==> src/rtl/i2c_rb_pkg.sv <==
package i2c_rb_pkg;
  typedef enum logic [2:0] {
    ST_IDLE,
    ST_ADDR,
    ST_AACK,
    ST_WDATA,
    ST_WACK,
    ST_RDATA,
    ST_RACK
  } rb_state_t;

  localparam int unsigned BYTE_W = 8;
  localparam int unsigned IDX_W  = 8;
  localparam int unsigned MODE_W = 4;
endpackage

==> src/rtl/i2c_rb_sync.sv <==
module i2c_rb_sync #(
  parameter int unsigned W      = 2,
  parameter int unsigned STAGES = 2,
  parameter logic [W-1:0] RST_V = '1
) (
  input  logic         clk,
  input  logic         rst,
  input  logic [W-1:0] din,
  output logic [W-1:0] dout
);
  for (genvar g = 0; g < W; g++) begin : g_line
    logic [STAGES-1:0] pipe;
    always_ff @(posedge clk) begin
      if (rst) pipe <= {STAGES{RST_V[g]}};
      else     pipe <= {pipe[STAGES-2:0], din[g]};
    end
    assign dout[g] = pipe[STAGES-1];
  end
endmodule

==> src/rtl/i2c_rb_engine.sv <==
module i2c_rb_engine
  import i2c_rb_pkg::*;
#(
  parameter logic [6:0] DEV_ADDR = 7'h30
) (
  input  logic              clk,
  input  logic              rst,
  input  logic              sda_s,
  input  logic              scl_rise,
  input  logic              scl_fall,
  input  logic              start_p,
  input  logic              stop_p,
  input  logic [BYTE_W-1:0] rd_data,
  output logic [IDX_W-1:0]  idx,
  output logic              wr_en,
  output logic [BYTE_W-1:0] wr_data,
  output logic              sda_oe,
  output logic              active
);
  localparam int unsigned CNT_W = $clog2(BYTE_W + 1);
  localparam logic [CNT_W-1:0] FULL = CNT_W'(BYTE_W);

  rb_state_t         state;
  logic [CNT_W-1:0]  cnt;
  logic [BYTE_W-1:0] sh;
  logic              rw;
  logic              first;
  logic              nack;
  logic              byte_end;

  assign byte_end = scl_fall && (cnt == FULL);
  assign wr_en    = (state == ST_WDATA) && byte_end && !first && !start_p && !stop_p;
  assign wr_data  = sh;
  assign active   = (state != ST_IDLE);

  always_ff @(posedge clk) begin
    if (rst) begin
      state  <= ST_IDLE;
      cnt    <= '0;
      sh     <= '0;
      rw     <= 1'b0;
      first  <= 1'b0;
      nack   <= 1'b0;
      idx    <= '0;
      sda_oe <= 1'b0;
    end else if (start_p) begin
      state  <= ST_ADDR;
      cnt    <= '0;
      sda_oe <= 1'b0;
    end else if (stop_p) begin
      state  <= ST_IDLE;
      sda_oe <= 1'b0;
    end else begin
      case (state)
        ST_ADDR: begin
          if (scl_rise && cnt < FULL) begin
            sh  <= {sh[BYTE_W-2:0], sda_s};
            cnt <= cnt + 1'b1;
          end else if (byte_end) begin
            if (sh[7:1] == DEV_ADDR) begin
              sda_oe <= 1'b1;
              rw     <= sh[0];
              first  <= 1'b1;
              state  <= ST_AACK;
            end else begin
              state <= ST_IDLE;
            end
          end
        end
        ST_AACK: begin
          if (scl_fall) begin
            cnt <= '0;
            if (rw) begin
              sh     <= rd_data;
              sda_oe <= ~rd_data[BYTE_W-1];
              idx    <= idx + 1'b1;
              state  <= ST_RDATA;
            end else begin
              sda_oe <= 1'b0;
              state  <= ST_WDATA;
            end
          end
        end
        ST_WDATA: begin
          if (scl_rise && cnt < FULL) begin
            sh  <= {sh[BYTE_W-2:0], sda_s};
            cnt <= cnt + 1'b1;
          end else if (byte_end) begin
            sda_oe <= 1'b1;
            state  <= ST_WACK;
            if (first) begin
              idx   <= sh;
              first <= 1'b0;
            end else begin
              idx <= idx + 1'b1;
            end
          end
        end
        ST_WACK: begin
          if (scl_fall) begin
            sda_oe <= 1'b0;
            cnt    <= '0;
            state  <= ST_WDATA;
          end
        end
        ST_RDATA: begin
          if (scl_rise && cnt < FULL) begin
            cnt <= cnt + 1'b1;
          end else if (byte_end) begin
            sda_oe <= 1'b0;
            state  <= ST_RACK;
          end else if (scl_fall && cnt != '0) begin
            sh     <= {sh[BYTE_W-2:0], 1'b0};
            sda_oe <= ~sh[BYTE_W-2];
          end
        end
        ST_RACK: begin
          if (scl_rise) begin
            nack <= sda_s;
          end else if (scl_fall) begin
            if (nack) begin
              state <= ST_IDLE;
            end else begin
              sh     <= rd_data;
              sda_oe <= ~rd_data[BYTE_W-1];
              idx    <= idx + 1'b1;
              cnt    <= '0;
              state  <= ST_RDATA;
            end
          end
        end
        default: ;
      endcase
    end
  end
endmodule

==> src/rtl/i2c_rb_regs.sv <==
module i2c_rb_regs
  import i2c_rb_pkg::*;
#(
  parameter logic [BYTE_W-1:0] LED_RST   = 8'h01,
  parameter logic [BYTE_W-1:0] BOOT_VAR  = 8'h01,
  parameter logic [BYTE_W-1:0] FW_REV    = 8'h03,
  parameter logic [BYTE_W-1:0] BOARD_REV = 8'h03,
  parameter int unsigned       STAGES    = 2
) (
  input  logic              clk,
  input  logic              rst,
  input  logic [IDX_W-1:0]  idx,
  input  logic              wr_en,
  input  logic [BYTE_W-1:0] wr_data,
  input  logic              irq_i,
  input  logic [MODE_W-1:0] mode_i,
  output logic [BYTE_W-1:0] rd_data,
  output logic [BYTE_W-1:0] led_o
);
  localparam int unsigned PIN_W = MODE_W + 1;

  logic [PIN_W-1:0]  pins_s;
  logic [BYTE_W-1:0] status;

  i2c_rb_sync #(.W(PIN_W), .STAGES(STAGES), .RST_V('0)) u_pin_sync (
    .clk (clk),
    .rst (rst),
    .din ({irq_i, mode_i}),
    .dout(pins_s)
  );

  assign status = {{(BYTE_W-PIN_W){1'b0}}, pins_s};

  always_ff @(posedge clk) begin
    if (rst)                        led_o <= LED_RST;
    else if (wr_en && idx == 8'h00) led_o <= wr_data;
  end

  always_comb begin
    case (idx)
      8'h00:   rd_data = led_o;
      8'h01:   rd_data = BOOT_VAR;
      8'h02:   rd_data = FW_REV;
      8'h03:   rd_data = BOARD_REV;
      8'h04:   rd_data = status;
      default: rd_data = '0;
    endcase
  end
endmodule

==> src/rtl/i2c_rb_top.sv <==
module i2c_rb_top
  import i2c_rb_pkg::*;
#(
  parameter logic [6:0]        DEV_ADDR    = 7'h30,
  parameter int unsigned       SYNC_STAGES = 2,
  parameter logic [BYTE_W-1:0] LED_RST     = 8'h01,
  parameter logic [BYTE_W-1:0] BOOT_VAR    = 8'h01,
  parameter logic [BYTE_W-1:0] FW_REV      = 8'h03,
  parameter logic [BYTE_W-1:0] BOARD_REV   = 8'h03
) (
  input  logic              clk,
  input  logic              rst,
  input  logic              scl_i,
  input  logic              sda_i,
  output logic              sda_oe_o,
  output logic [BYTE_W-1:0] led_o,
  input  logic              irq_i,
  input  logic [MODE_W-1:0] mode_i
);
  logic              scl_s, sda_s, scl_p, sda_p;
  logic              scl_rise, scl_fall, start_p, stop_p;
  logic [IDX_W-1:0]  idx;
  logic              wr_en, eng_active;
  logic [BYTE_W-1:0] wr_data, rd_data;

  i2c_rb_sync #(.W(2), .STAGES(SYNC_STAGES), .RST_V(2'b11)) u_bus_sync (
    .clk (clk),
    .rst (rst),
    .din ({scl_i, sda_i}),
    .dout({scl_s, sda_s})
  );

  always_ff @(posedge clk) begin
    if (rst) begin
      scl_p <= 1'b1;
      sda_p <= 1'b1;
    end else begin
      scl_p <= scl_s;
      sda_p <= sda_s;
    end
  end

  assign scl_rise = scl_s & ~scl_p;
  assign scl_fall = ~scl_s & scl_p;
  assign start_p  = scl_s & scl_p & sda_p & ~sda_s;
  assign stop_p   = scl_s & scl_p & ~sda_p & sda_s;

  i2c_rb_engine #(.DEV_ADDR(DEV_ADDR)) u_eng (
    .clk     (clk),
    .rst     (rst),
    .sda_s   (sda_s),
    .scl_rise(scl_rise),
    .scl_fall(scl_fall),
    .start_p (start_p),
    .stop_p  (stop_p),
    .rd_data (rd_data),
    .idx     (idx),
    .wr_en   (wr_en),
    .wr_data (wr_data),
    .sda_oe  (sda_oe_o),
    .active  (eng_active)
  );

  i2c_rb_regs #(
    .LED_RST  (LED_RST),
    .BOOT_VAR (BOOT_VAR),
    .FW_REV   (FW_REV),
    .BOARD_REV(BOARD_REV),
    .STAGES   (SYNC_STAGES)
  ) u_regs (
    .clk    (clk),
    .rst    (rst),
    .idx    (idx),
    .wr_en  (wr_en),
    .wr_data(wr_data),
    .irq_i  (irq_i),
    .mode_i (mode_i),
    .rd_data(rd_data),
    .led_o  (led_o)
  );
endmodule

==> config.mk <==
export PLATFORM = sky130hd
export DESIGN_NAME = i2c_rb_top
export DESIGN_NICKNAME = d
export VERILOG_FILES = /design/src/rtl/i2c_rb_pkg.sv /design/src/rtl/i2c_rb_sync.sv /design/src/rtl/i2c_rb_engine.sv /design/src/rtl/i2c_rb_regs.sv /design/src/rtl/i2c_rb_top.sv
export SDC_FILE = /design/constraint.sdc
export NUM_CORES = 1
export LEC_CHECK = 0
export BUFFER_PORTS_ARGS = -buffer_cell sky130_fd_sc_hd__buf_2
export CAP_MARGIN = 20
export CORE_ASPECT_RATIO = 0.7
export CORE_MARGIN = 10
export CORE_UTILIZATION = 65
export CTS_CLUSTER_DIAMETER = 60
export CTS_CLUSTER_SIZE = 25
export DETAILED_ROUTE_END_ITERATION = 12
export PLACE_DENSITY = 0.95
export SETUP_SLACK_MARGIN = 0.5
export SLEW_MARGIN = 20
export SYNTH_ARGS = -nofsm -noshare
export SYNTH_HDL_FRONTEND = slang
export SYNTH_HIERARCHICAL = 1
export SYNTH_SLANG_ARGS = --single-unit
==> constraint.sdc <==
create_clock -name clk -period 7.1 [get_ports clk]
set_clock_uncertainty 0.2 [all_clocks]
set_input_delay 0.355 -clock clk [delete_from_list [all_inputs] [get_ports clk]]
set_output_delay 0.355 -clock clk [all_outputs]
set_load 0.005 [all_outputs]
== Word-level counts from Yosys, hierarchy flattened ==
Cells that the tools add are included.

* Flip-flop bits (word level): 51
* Input port bits: 9
* Output and inout bits: 9
* Word-level logic and storage cells: 173

* Add/subtract/negate cells: 2
* $lt $le $gt $ge: 1
* Equal/unequal tests: 41
* Mux-type cells: 60
* Bitwise gates (word level): 16
* Reduce and logical (&&, ||, !) cells: 34

{| class="wikitable"
|+ Operators with widths
! operator !! count
|-
| 2-to-1 mux 8 bit || 17
|-
| case mux 8 bit (4 select lines) || 2
|-
| 2-to-1 mux 3 bit || 12
|-
| != test 2 x 1 -> 1 bit (second input constant) || 12
|-
| != test 4 x 1 -> 1 bit (second input constant) || 6
|-
| case mux 8 bit (3 select lines) || 1
|-
| AND reduction 11 bit || 2
|-
| 2-to-1 mux 4 bit || 5
|-
| 2-to-1 mux 1 bit || 18
|-
| case mux 3 bit (6 select lines) || 1
|-
| equality test 8 x 2 -> 1 bit (second input constant) || 2
|-
| AND reduction 13 bit || 1
|-
| != test 2 bit (second input constant) || 6
|-
| != test 4 x 2 -> 1 bit (second input constant) || 3
|-
| case mux 4 bit (3 select lines) || 1
|-
| AND reduction 12 bit || 1
|-
| AND reduction 10 bit || 1
|-
| equality test 3 bit (second input constant) || 3
|-
| NOT 1 bit || 9
|-
| adder 8 x 1 -> 8 bit (second input constant) || 1
|-
| equality test 8 x 1 -> 1 bit (second input constant) || 1
|-
| equality test 8 x 3 -> 1 bit (second input constant) || 1
|-
| logical AND 1 bit || 8
|-
| logical NOT 8 bit || 1
|-
| 24 further kinds || 39
|}

== Depth between registers and ports, before layout ==
Gate-level depths: netlist of the first run.

* Depth in word-level cells: 8
* Mapped depth: 8
* Mapped depth without buffers: 8

== Modules after synthesis ==
The synthesis of the first run kept the hierarchy.

{| class="wikitable"
|+ By module, submodules not included
! module !! times used !! cells each !! area an instance (um^2)
|-
| i2c_rb_engine || 1 || 225 || 1742.9
|-
| i2c_rb_regs || 1 || 60 || 520.5
|-
| i2c_rb_sync (u_regs.u_pin_sync) || 1 || 25 || 300.3
|-
| i2c_rb_sync (u_bus_sync) || 1 || 10 || 120.1
|-
| i2c_rb_top || 1 || 8 || 85.1
|}

== Worst setup path after synthesis of the first run ==
OpenSTA, ideal clock, no wires.

* Kind: register to register
* From: register u_bus_sync.g_line[1].pipe[1]
* To: register u_eng.sh[6] (netlist: u_eng/wr_data[6])
* Library setup time: 0.088 ns
* Arrival time: 2.024 ns
* Required time: 6.812 ns
* Slack: 4.787 ns
* Stages on the path, launching flop included: 9
* Path buffers: 2
* Period minus slack after synthesis: 2.313 ns
* Cells stage by stage: dfxtp_1 > buf_4 > nor2b_1 > a21bo_1 > or3_4 > a211oi_4 > buf_6 > nor2_2 > a311oi_2

* Word-level cells in the longest chain between the ends: 5
* Elaborated cells between the ends (all ways): 21

{| class="wikitable"
|+ Ends and longest elaborated chain
! item !! RTL line !! RTL
|-
| start, declared || i2c_rb_sync.sv:12 || <nowiki>logic [STAGES-1:0] pipe;</nowiki>
|-
| start signal, assigned || i2c_rb_sync.sv:14 || <nowiki>if (rst) pipe <= {STAGES{RST_V[g]}};</nowiki>
|-
| start signal, assigned || i2c_rb_sync.sv:15 || <nowiki>else pipe <= {pipe[STAGES-2:0], din[g]};</nowiki>
|-
| NOT 1 bit (*) || i2c_rb_top.sv:44 || <nowiki>assign scl_fall = ~scl_s & scl_p;</nowiki>
|-
| bitwise AND 1 bit (*) || i2c_rb_top.sv:44 ||
|-
| named net scl_fall || i2c_rb_top.sv:21 || <nowiki>logic scl_rise, scl_fall, start_p, stop_p;</nowiki>
|-
| logical AND 1 bit, on equally long branches || i2c_rb_engine.sv:31, i2c_rb_engine.sv:112 ||
|-
| != test 2 bit (no source line) / != test 2 x 1 -> 1 bit (equally long branches) || n/a ||
|-
| AND reduction 12 bit (no source line) (*) || n/a ||
|-
| end signal, assigned || i2c_rb_engine.sv:57 || <nowiki>sh <= {sh[BYTE_W-2:0], sda_s};</nowiki>
|-
| end signal, assigned || i2c_rb_engine.sv:74 || <nowiki>sh <= rd_data;</nowiki>
|-
| end signal, assigned || i2c_rb_engine.sv:86 || <nowiki>sh <= {sh[BYTE_W-2:0], sda_s};</nowiki>
|-
| end, declared || i2c_rb_engine.sv:25 || <nowiki>logic [BYTE_W-1:0] sh;</nowiki>
|}

The timed path passes the listed nets; every way through them passes the cells marked *.
A chain may end at the register's enable or synchronous reset.

== Final worst setup path of the first run ==
* From: register u_eng.state[1]
* To: register u_eng.sh[2] (netlist: u_eng/wr_data[2])

* Word-level cells in the longest chain between the ends: 4
* Elaborated cells between the ends (all ways): 18

{| class="wikitable"
|+ Ends and longest elaborated chain
! item !! RTL line !! RTL
|-
| start, declared || i2c_rb_engine.sv:23 || <nowiki>rb_state_t state;</nowiki>
|-
| start signal, assigned || i2c_rb_engine.sv:38 || <nowiki>state <= ST_IDLE;</nowiki>
|-
| start signal, assigned || i2c_rb_engine.sv:47 || <nowiki>state <= ST_ADDR;</nowiki>
|-
| start signal, assigned || i2c_rb_engine.sv:51 || <nowiki>state <= ST_IDLE;</nowiki>
|-
| equality test 3 x 1 -> 1 bit / equality test 3 x 2 -> 1 bit (equally long branches) || i2c_rb_engine.sv:54 || <nowiki>case (state)</nowiki>
|-
| OR reduction 2 bit (no source line) || n/a ||
|-
| != test 2 x 1 -> 1 bit (no source line) / nonzero test 4 bit (equally long branches) || n/a ||
|-
| AND reduction 12 bit (no source line) || n/a ||
|}

Parallel ways exist; a longest one is shown, timed or not.

==> impl_metrics.py, run 1 <==
metrics = {
    "sta": {
        "period_needed_ns": 2.79,
        "whs_ns": 0.0190,
        "finalCritPeriodShare": 0.392,
        "final-max-slew-violation-count": 0,
        "rsz0062_at_grt": "false",
        "clock.fmax_mhz": 359,
        "finalSetupViolations": 0,
        "worst_slew_pin_slew_ns": 0.814,
        "hold_viol": 0,
        "tns_ns": 0,
        "maxSlewHeadroom": 0.457,
    },
    "power": {
        "peakVddDrop_mv": 0.169,
        "p_leak_nw": 0.987,
        "power.density_nw_per_um2": 168,
    },
    "cells_and_area": {
        "fin_area_um2": 2870,
        "fin_cells": 382,
        "diodes": 0,
        "final_cell_mix": "51 x dfxtp_1, 26 x nor2_1, 25 x nand2_1",
        "areaGrowthSynthToFinish_pct": 4.03,
        "layout_commonest_cell": "dfxtp_1",
        "nNetsFinal": 341,
        "drive_above_1_share": 0.112,
        "final.fill_count": 295,
    },
    "route": {
        "vias": 2461,
        "vias_per_cell": 6.44,
        "drt_iter0_drc": 252,
        "final_antenna_net_count": 0,
        "first_pass_iters": 5,
        "finalWirelength_um": 6280,
        "drc": 0,
        "wl_per_cell_um": 16.4,
    },
    "clocking": {
        "htreeDepth": 2,
        "numCtsBuffers": 5,
        "cts-resized-gates": 0,
        "clk_latency_ns": 0.31,
        "hold_buffers": 0,
        "cts_tree": "built",
        "clk_path_buf_depth": 2,
        "cts_root_buf": "clkbuf_8",
        "clock_sinks": 51,
        "post-cts-setup-buffer-count": 0,
        "path_clk_slew_ns": 0.09,
    },
    "place": {
        "io_buffer_count": 17,
        "place_congestion": 0.882,
        "numPlacedInstances": 374,
        "dpl_cell_area_um2": 2790,
        "dp_hpwl_um": 4390,
    },
    "logic_synthesis": {
        "synth_nets": 339,
        "synth_cells": 327,
        "syn_area_um2": 2760,
        "yosysWarnings": 6,
        "syn_avg_cell_area_um2": 8.45,
    },
    "critical_path": {
        "cp-startpoint": "u_eng/state[1]$_SDFFE_PP0P_",
        "crit_end": "u_eng/wr_data[2]$_SDFFE_PP0P_",
        "cp_max_fo": 22,
        "worstPathRequired_ns": 7.10,
        "crit_path_start_kind": "register",
        "reg2reg_slack_ns": 4.31,
        "r2r-end": "u_eng/wr_data[2]$_SDFFE_PP0P_",
        "r2r-start": "u_eng/state[1]$_SDFFE_PP0P_",
        "r2r_cells": 5,
        "critPathArrivalTime_ns": 2.79,
        "cp-end-kind": "register",
        "critPathKind": "reg2reg",
    },
    "floorplan": {
        "die_w_um": 97.9,
        "core_area_um2": 4020,
        "initial_core_util": 0.688,
        "die_y_um": 74.5,
        "pin_count": 18,
        "rows": 19,
        "dieArea_um2": 7300,
    },
    "grt": {
        "grt_max_degree": 54,
        "overflow": 0,
        "grt_pass1_wl_um": 10200,
        "grt_antenna_before_repair": 0,
        "grt_pass1_vias": 2193,
        "grt_usage": 0.166,
    },
    "worst_hold_path": {
        "hold_class": "in2reg",
    },
    "outcome": {
        "status": "finished, final reports clean",
    },
    "job": {
        "cap_violations": 0,
    },
}
power breakdown:
part	switching, W	internal (W)
clock	0.0000963	0.0000708
combinational	0.0000131	0.00000872
sequential	0.00000370	0.000290
metrics by stage:
step | setup WS (ns) | total power, W | utilization
after floorplan | 4.79 | 0.000317 | -
after global placement | 4.49 | 0.000321 | 0.693
after detailed placement | 4.45 | 0.000322 | 0.693
after CTS | 4.43 | 0.000485 | 0.715
after global routing | 4.14 | 0.000498 | 0.715
final | 4.31 | 0.000483 | 0.715
final cells by class:
cell class                 instances  area (µm²)  area share
clock buffer                       6        72.6      0.0253
multi-input combinational        246        1580       0.551
timing repair buffer              17        85.1      0.0296
tap                               52        65.1      0.0226
clock inverter                     2        16.3     0.00566
inverter                           8        30.0      0.0104
sequential                        51        1020       0.355
worst min-delay path by stage:
stage	startpoint	end	slack, ns	cells past startpoint
global placement	u_bus_sync/g_line[0].pipe[0]$_SDFF_PP1_	u_bus_sync/g_line[0].pipe[1]$_SDFF_PP1_	0.19	1
global route	scl_i	u_bus_sync/g_line[1].pipe[0]$_SDFF_PP1_	0.02	2
floorplan	u_bus_sync/g_line[0].pipe[0]$_SDFF_PP1_	u_bus_sync/g_line[0].pipe[1]$_SDFF_PP1_	0.18	1
detailed placement	u_bus_sync/g_line[1].pipe[0]$_SDFF_PP1_	u_bus_sync/g_line[1].pipe[1]$_SDFF_PP1_	0.19	1
finish	sda_i	u_bus_sync/g_line[0].pipe[0]$_SDFF_PP1_	0.02	2
CTS	sda_i	u_bus_sync/g_line[0].pipe[0]$_SDFF_PP1_	0.02	2
layer usage:
metal / vias up / global-route usage / share of wire
met5: - / 0 / 0
met1: 1156 / 0.219 / 0.45
met4: 0 / 0.0675 / 0.016
met2: 128 / 0.258 / 0.44
met3: 15 / 0.0370 / 0.093
li1: 1162 / - / -
state kept, by name, summed over array words and instances (netlist names):
signal,cells
u_eng/sda_oe,1
u_eng/idx,8
u_eng/rw,1
u_bus_sync/g_line.pipe,4
u_eng/wr_data,8
u_regs/led_o,8
scl_p,1
u_eng/cnt,4
u_regs/u_pin_sync/g_line.pipe,10
u_eng/nack,1
u_eng/state,3
sda_p,1
u_eng/first,1
critical path: stages (launching register included):
cell,delay [ns]
dfxtp_1,0.78
inv_1,0.23
or3_4,0.43
a211oi_4,0.64
nor2_1,0.09
a311oi_1,0.30
No activity file was read; power rests on OpenSTA's default activity.
==> inputs of run 2 (changes only) <==
CORE_UTILIZATION = 60   (was 65)
PLACE_DENSITY = 0.91   (was 0.95)
clock period = 2.87 ns   (was 7.1 ns; I/O delays follow)
==> run 2 against run 1 <==
Net effect: sequential power rose by 150%; maximum frequency rose by 22%; via count rose by 2.2%; cell area rose by 6.9%; critical path type unchanged.
==> impl_metrics.py, run 2 (synthesized netlist as in run 1, its figures left out) <==
metrics = {
    "critical_path": {
        "worstPathRequired_ns": 2.90,
        "r2r-start": "scl_p$_SDFF_PP1_",
        "worstPathCellList": "nor2b_4, a21bo_1, or3_4, a211oi_4, buf_6, nor2_1, a311oi_1",
        "cp-end-kind": "register",
        "critPathKind": "reg2reg",
        "reg2reg_slack_ns": 0.59,
        "critPathMaxStageDelay_ns": 0.39,
        "r2r_cells": 7,
        "slowest_stage": "dfxtp_1",
        "cp_max_fo": 16,
        "crit_path_start_kind": "register",
        "r2r-end": "u_eng/wr_data[2]$_SDFFE_PP0P_",
        "critPathArrivalTime_ns": 2.30,
    },
    "grt": {
        "grt_max_degree": 32,
        "overflow": 0,
        "grt_usage": 0.171,
        "grt_pass1_vias": 2339,
        "grt_antenna_before_repair": 0,
        "grt_pass1_wl_um": 11200,
    },
    "clocking": {
        "path_clk_slew_ns": 0.10,
        "numCtsBuffers": 5,
        "clk_path_buf_depth": 2,
        "clk_latency_ns": 0.32,
        "cts_root_buf": "clkbuf_8",
        "cts_tree": "built",
        "clock_sinks": 51,
        "htreeDepth": 2,
    },
    "sta": {
        "maxSlewHeadroom": 0.682,
        "worst_slew_pin_slew_ns": 0.476,
        "finalCritPeriodShare": 0.794,
        "rsz0062_at_grt": "false",
        "hold_viol": 0,
        "finalSetupViolations": 0,
        "period_needed_ns": 2.28,
        "tns_ns": 0,
        "final-max-slew-violation-count": 0,
        "clock.fmax_mhz": 439,
    },
    "cells_and_area": {
        "drive_above_1_share": 0.159,
        "final_util": 0.698,
        "layout_commonest_cell": "dfxtp_1",
        "regMostFlops": "u_regs/u_pin_sync/g_line.pipe",
        "nNetsFinal": 358,
        "final_cell_mix": "48 x dfxtp_1, 26 x nor2_1, 25 x nand2_1",
        "largest_reg_flops": 10,
        "diodes": 0,
        "areaGrowthSynthToFinish_pct": 11.2,
    },
    "route": {
        "finalWirelength_um": 6840,
        "final_antenna_net_count": 0,
        "vias": 2515,
        "drt_iter0_drc": 208,
        "drc": 0,
        "wl_per_cell_um": 17.0,
        "first_pass_iters": 5,
        "vias_per_cell": 6.26,
    },
    "worst_hold_path": {
        "hold_class": "in2reg",
        "holdPathStages": 2,
        "hold-path-endpoint": "u_regs/u_pin_sync/g_line[0].pipe[0]$_SDFF_PP0_",
        "worstHoldStart": "rst",
    },
    "floorplan": {
        "dieArea_um2": 7760,
        "rows": 20,
        "die_y_um": 76.8,
        "initial_core_util": 0.627,
        "core_area_um2": 4400,
        "die_w_um": 101,
        "pin_count": 18,
    },
    "power": {
        "peakVddDrop_mv": 0.354,
        "p_leak_nw": 1.10,
        "power.density_nw_per_um2": 403,
    },
    "place": {
        "dp_hpwl_um": 4410,
        "io_buffer_count": 17,
        "place_congestion": 0.941,
    },
    "job": {
        "cap_violations": 0,
    },
    "outcome": {
        "status": "finished, final reports clean",
    },
}
[run 2: timing repair]
| item | 4_1_cts | 5_1_grt |
|---|---|---|
| setup buffers | 2 | 1 |
| gates resized for setup | 2 | 9 |
| setup endpoints to repair | 17 | 23 |
| pin swaps | 1 | 0 |
| hold endpoints to repair | 7 | 0 |
| hold buffers | 7 | 0 |
[run 2: layout make-up]
cell class,instances,area (µm²)
multi-input cells,246,1610
fillers,320,1330
flip-flops and latches,51,1020
repair buffers,34,246
clock buffers,5,68.8
well taps,55,68.8
inverters,8,30.0
clock inverters,3,23.8
[run 2: layer usage]
layer,global-route usage,vias to the layer above,share of wire
met5,0,-,0
met4,0.0625,0,0.017
met3,0.0385,14,0.088
met2,0.249,115,0.45
met1,0.238,1191,0.45
li1,-,1195,-
[run 2: worst max-delay path by stage]
| stage | slack, ns | cells past startpoint | end | start |
|---|---|---|---|---|
| after floorplan | 0.56 | 8 | u_eng/wr_data[6]$_SDFFE_PP0P_ | u_bus_sync/g_line[1].pipe[1]$_SDFF_PP1_ |
| after global placement | 0.48 | 6 | u_eng/wr_data[1]$_SDFFE_PP0P_ | u_eng/state[2]$_SDFFE_PP0P_ |
| after detailed placement | 0.41 | 7 | u_regs/led_o[6]$_SDFFE_PP0P_ | scl_p$_SDFF_PP1_ |
| after CTS | 0.53 | 7 | u_eng/wr_data[2]$_SDFFE_PP0P_ | scl_p$_SDFF_PP1_ |
| after global routing | 0.50 | 7 | u_eng/sda_oe$_SDFFE_PP0P_ | u_eng/idx[1]$_SDFFE_PP0P_ |
| final | 0.59 | 7 | u_eng/wr_data[2]$_SDFFE_PP0P_ | scl_p$_SDFF_PP1_ |
[run 2: report_power, final]
part / total [W] / internal, W / switching (W)
sequential: 0.000726 / 0.000719 / 0.00000773
clock: 0.000441 / 0.000176 / 0.000265
combinational: 0.0000721 / 0.0000331 / 0.0000390
total: 0.00124 / 0.000928 / 0.000311
[run 2: critical path, delay by kind of cell (launching register included)]
kind / cells / cell delay [ns]
AOI/OAI and AO/OA: 3 / 0.78
and+or+nand+nor: 3 / 0.62
DFF: 1 / 0.39
buffers and inverters: 1 / 0.20
[run 2: per-stage QoR]
step	area [µm²]	power, W	setup WS (ns)	instances	hold WS (ns)
2_1_floorplan	2760	0.000784	0.557	327	0.0151
3_3_place_gp	2840	0.000800	0.477	384	0.123
3_5_place_dp	2840	0.000802	0.411	384	0.125
4_1_cts	3040	0.00124	0.533	401	0.0403
5_1_grt	3070	0.00127	0.501	402	0.0788
6_report	3070	0.00124	0.592	402	0.0644
==> inputs of run 3 (changes only) <==
clock period = 2.2 ns   (was 2.87 ns; I/O delays follow)
==> run 3 against run 2 <==
Net effect: the flow now finishes with violations (negative setup slack); power is 39% higher; non-clock buffer count rose by 52; clock-buffer cell count is the same; highest routed layer unchanged; combinational power increased by 110%; maximum frequency is 5.4% lower; critical endpoint is now u_eng/idx[1]$_SDFFE_PP0P_; final cell count rose by 13%; core utilization rose by 18 points; via count up 34%.
==> impl_metrics.py, run 3 (synthesized netlist as in run 1, its figures left out) <==
metrics = {
    "sta": {
        "worst_slew_pin_slew_ns": 0.434,
        "finalCritPeriodShare": 1.09,
        "hold_viol": 0,
        "period_needed_ns": 2.41,
        "final-max-slew-violation-count": 0,
        "worst_slack_ns": -0.209,
        "whs_ns": 0.262,
        "clock.fmax_mhz": 415,
        "maxSlewHeadroom": 0.710,
        "rsz0062_at_grt": "true",
        "finalSetupViolations": 11,
    },
    "floorplan": {
        "die_y_um": 76.8,
        "core_area_um2": 4400,
        "dieArea_um2": 7760,
        "rows": 20,
        "initial_core_util": 0.627,
        "die_w_um": 101,
        "pin_count": 18,
    },
    "place": {
        "numPlacedInstances": 398,
        "dp_hpwl_um": 4900,
        "place_congestion": 0.932,
        "io_buffer_count": 17,
    },
    "cells_and_area": {
        "final_cell_mix": "42 x buf_4, 39 x dfxtp_1, 24 x nand2_1",
        "diodes": 0,
        "regMostFlops": "u_regs/u_pin_sync/g_line.pipe",
        "final.fill_count": 160,
        "fin_cells": 454,
        "drive_above_1_share": 0.414,
        "nNetsFinal": 410,
        "largest_reg_flops": 10,
        "layout_commonest_cell": "buf_4",
        "areaGrowthSynthToFinish_pct": 39.9,
    },
    "critical_path": {
        "critPathArrivalTime_ns": 2.42,
        "worstPathCellList": "nor2b_4, a21bo_4, buf_4, buf_6, o22ai_4, and4_4, buf_4, buf_6, nor2_1, a311oi_1",
        "critPathBufInv": 4,
        "critPathKind": "reg2reg",
        "cp_max_fo": 7,
        "cp-end-kind": "register",
        "critPathMaxStageDelay_ns": 0.37,
        "slowest_stage": "dfxtp_4",
        "critPathTopFamily": "compound AO/OA/AOI/OAI gates",
        "crit_path_start_kind": "register",
        "worstPathRequired_ns": 2.21,
    },
    "outcome": {
        "violations": "negative setup slack",
        "status": "complete, but fails checks",
    },
    "worst_hold_path": {
        "hold_class": "reg2reg",
    },
    "route": {
        "vias": 3380,
        "drt_iter0_drc": 640,
        "first_pass_iters": 11,
        "final_antenna_net_count": 0,
        "vias_per_cell": 7.44,
        "wl_per_cell_um": 26.9,
        "drc": 0,
        "finalWirelength_um": 12200,
    },
    "power": {
        "power.density_nw_per_um2": 445,
        "p_leak_nw": 1.42,
        "peakVddDrop_mv": 0.457,
    },
    "clocking": {
        "clk_latency_ns": 0.34,
        "htreeDepth": 2,
        "clk_path_buf_depth": 2,
        "path_clk_slew_ns": 0.12,
        "cts_tree": "built",
        "numCtsBuffers": 5,
        "cts_root_buf": "clkbuf_8",
        "clock_sinks": 51,
    },
    "grt": {
        "grt_pass1_vias": 2898,
        "grt_antenna_before_repair": 0,
        "grt_pass1_wl_um": 15100,
        "overflow": 0,
        "grt_usage": 0.237,
        "grt_max_degree": 26,
    },
    "job": {
        "cap_violations": 0,
    },
}
-- run 3: cell types whose count changed in the layout (fill, tap and decap cells not counted), sizes merged --
cell / before / now
dlygate4sd3: 7 / 10
buf: 27 / 76
-- run 3: area by class of cell --
| cell class | count | area, µm² | share of cell area |
|---|---|---|---|
| multi-input cells | 246 | 1900 | 0.493 |
| flip-flops and latches | 51 | 1040 | 0.269 |
| repair buffers | 86 | 726 | 0.188 |
| clock buffers | 5 | 68.8 | 0.0178 |
| well taps | 55 | 68.8 | 0.0178 |
| inverters | 8 | 30.0 | 0.00777 |
| clock inverters | 3 | 27.5 | 0.00712 |
-- run 3: worst register-to-register path, cell delays in order, from the launching register on --
cell and delay [ns]:
dfxtp_4 0.37, nor2b_4 0.18, a21bo_4 0.26, buf_4 0.13
buf_6 0.11, o22ai_4 0.12, and4_4 0.35, buf_4 0.14
buf_6 0.08, nor2_1 0.03, a311oi_1 0.32
-- run 3: per-stage QoR --
step           setup slack, ns   util  TNS, ns  cell area [µm²]  power (W)
6_report                -0.209  0.877   -0.855             3860    0.00172
5_1_grt                 -0.195  0.877    -1.06             3860    0.00175
4_1_cts                 0.0423  0.808        0             3560    0.00165
3_5_place_dp           -0.0614  0.687   -0.243             3030    0.00105
3_3_place_gp            0.0612  0.687        0             3030    0.00105
2_1_floorplan           0.0750      -        0             2830    0.00103
-- run 3: routing by layer --
layer	GRT usage	up-vias	wire length [µm]
li1	-	1305	-
met1	0.294	1536	4260
met2	0.369	382	5150
met3	0.0555	157	1760
met4	0.125	0	1060
met5	0	-	0
-- run 3: path summary, 6_finish.rpt --
path	startpoint	to	slack, ns	depth (start not counted)
setup / recovery	scl_p$_SDFF_PP1_	u_eng/idx[1]$_SDFFE_PP0P_	-0.21	10
setup reg to reg	scl_p$_SDFF_PP1_	u_eng/idx[1]$_SDFFE_PP0P_	-0.21	10
hold reg to reg	u_regs/u_pin_sync/g_line[3].pipe[0]$_SDFF_PP0_	u_regs/u_pin_sync/g_line[3].pipe[1]$_SDFF_PP0_	0.26	1
hold / removal	u_regs/u_pin_sync/g_line[3].pipe[0]$_SDFF_PP0_	u_regs/u_pin_sync/g_line[3].pipe[1]$_SDFF_PP0_	0.26	1
-- run 3: report_power, final --
group,leakage [nW],switching [W],internal (W)
logic,0.959,0.0000815,0.0000668
clock network,0.0463,0.000385,0.000235
registers,0.419,0.0000145,0.000937
total,1.42,0.000481,0.00124
-- run 3: timing repair --
action                                 4_1_cts  5_1_grt
setup buffers                               22       15
setup endpoints to repair                   33       35
gates resized for setup                     45       48
endpoints found under the hold margin       13        0
gates cloned                                 1        0
hold buffers                                10        0
pin swaps                                   24       19
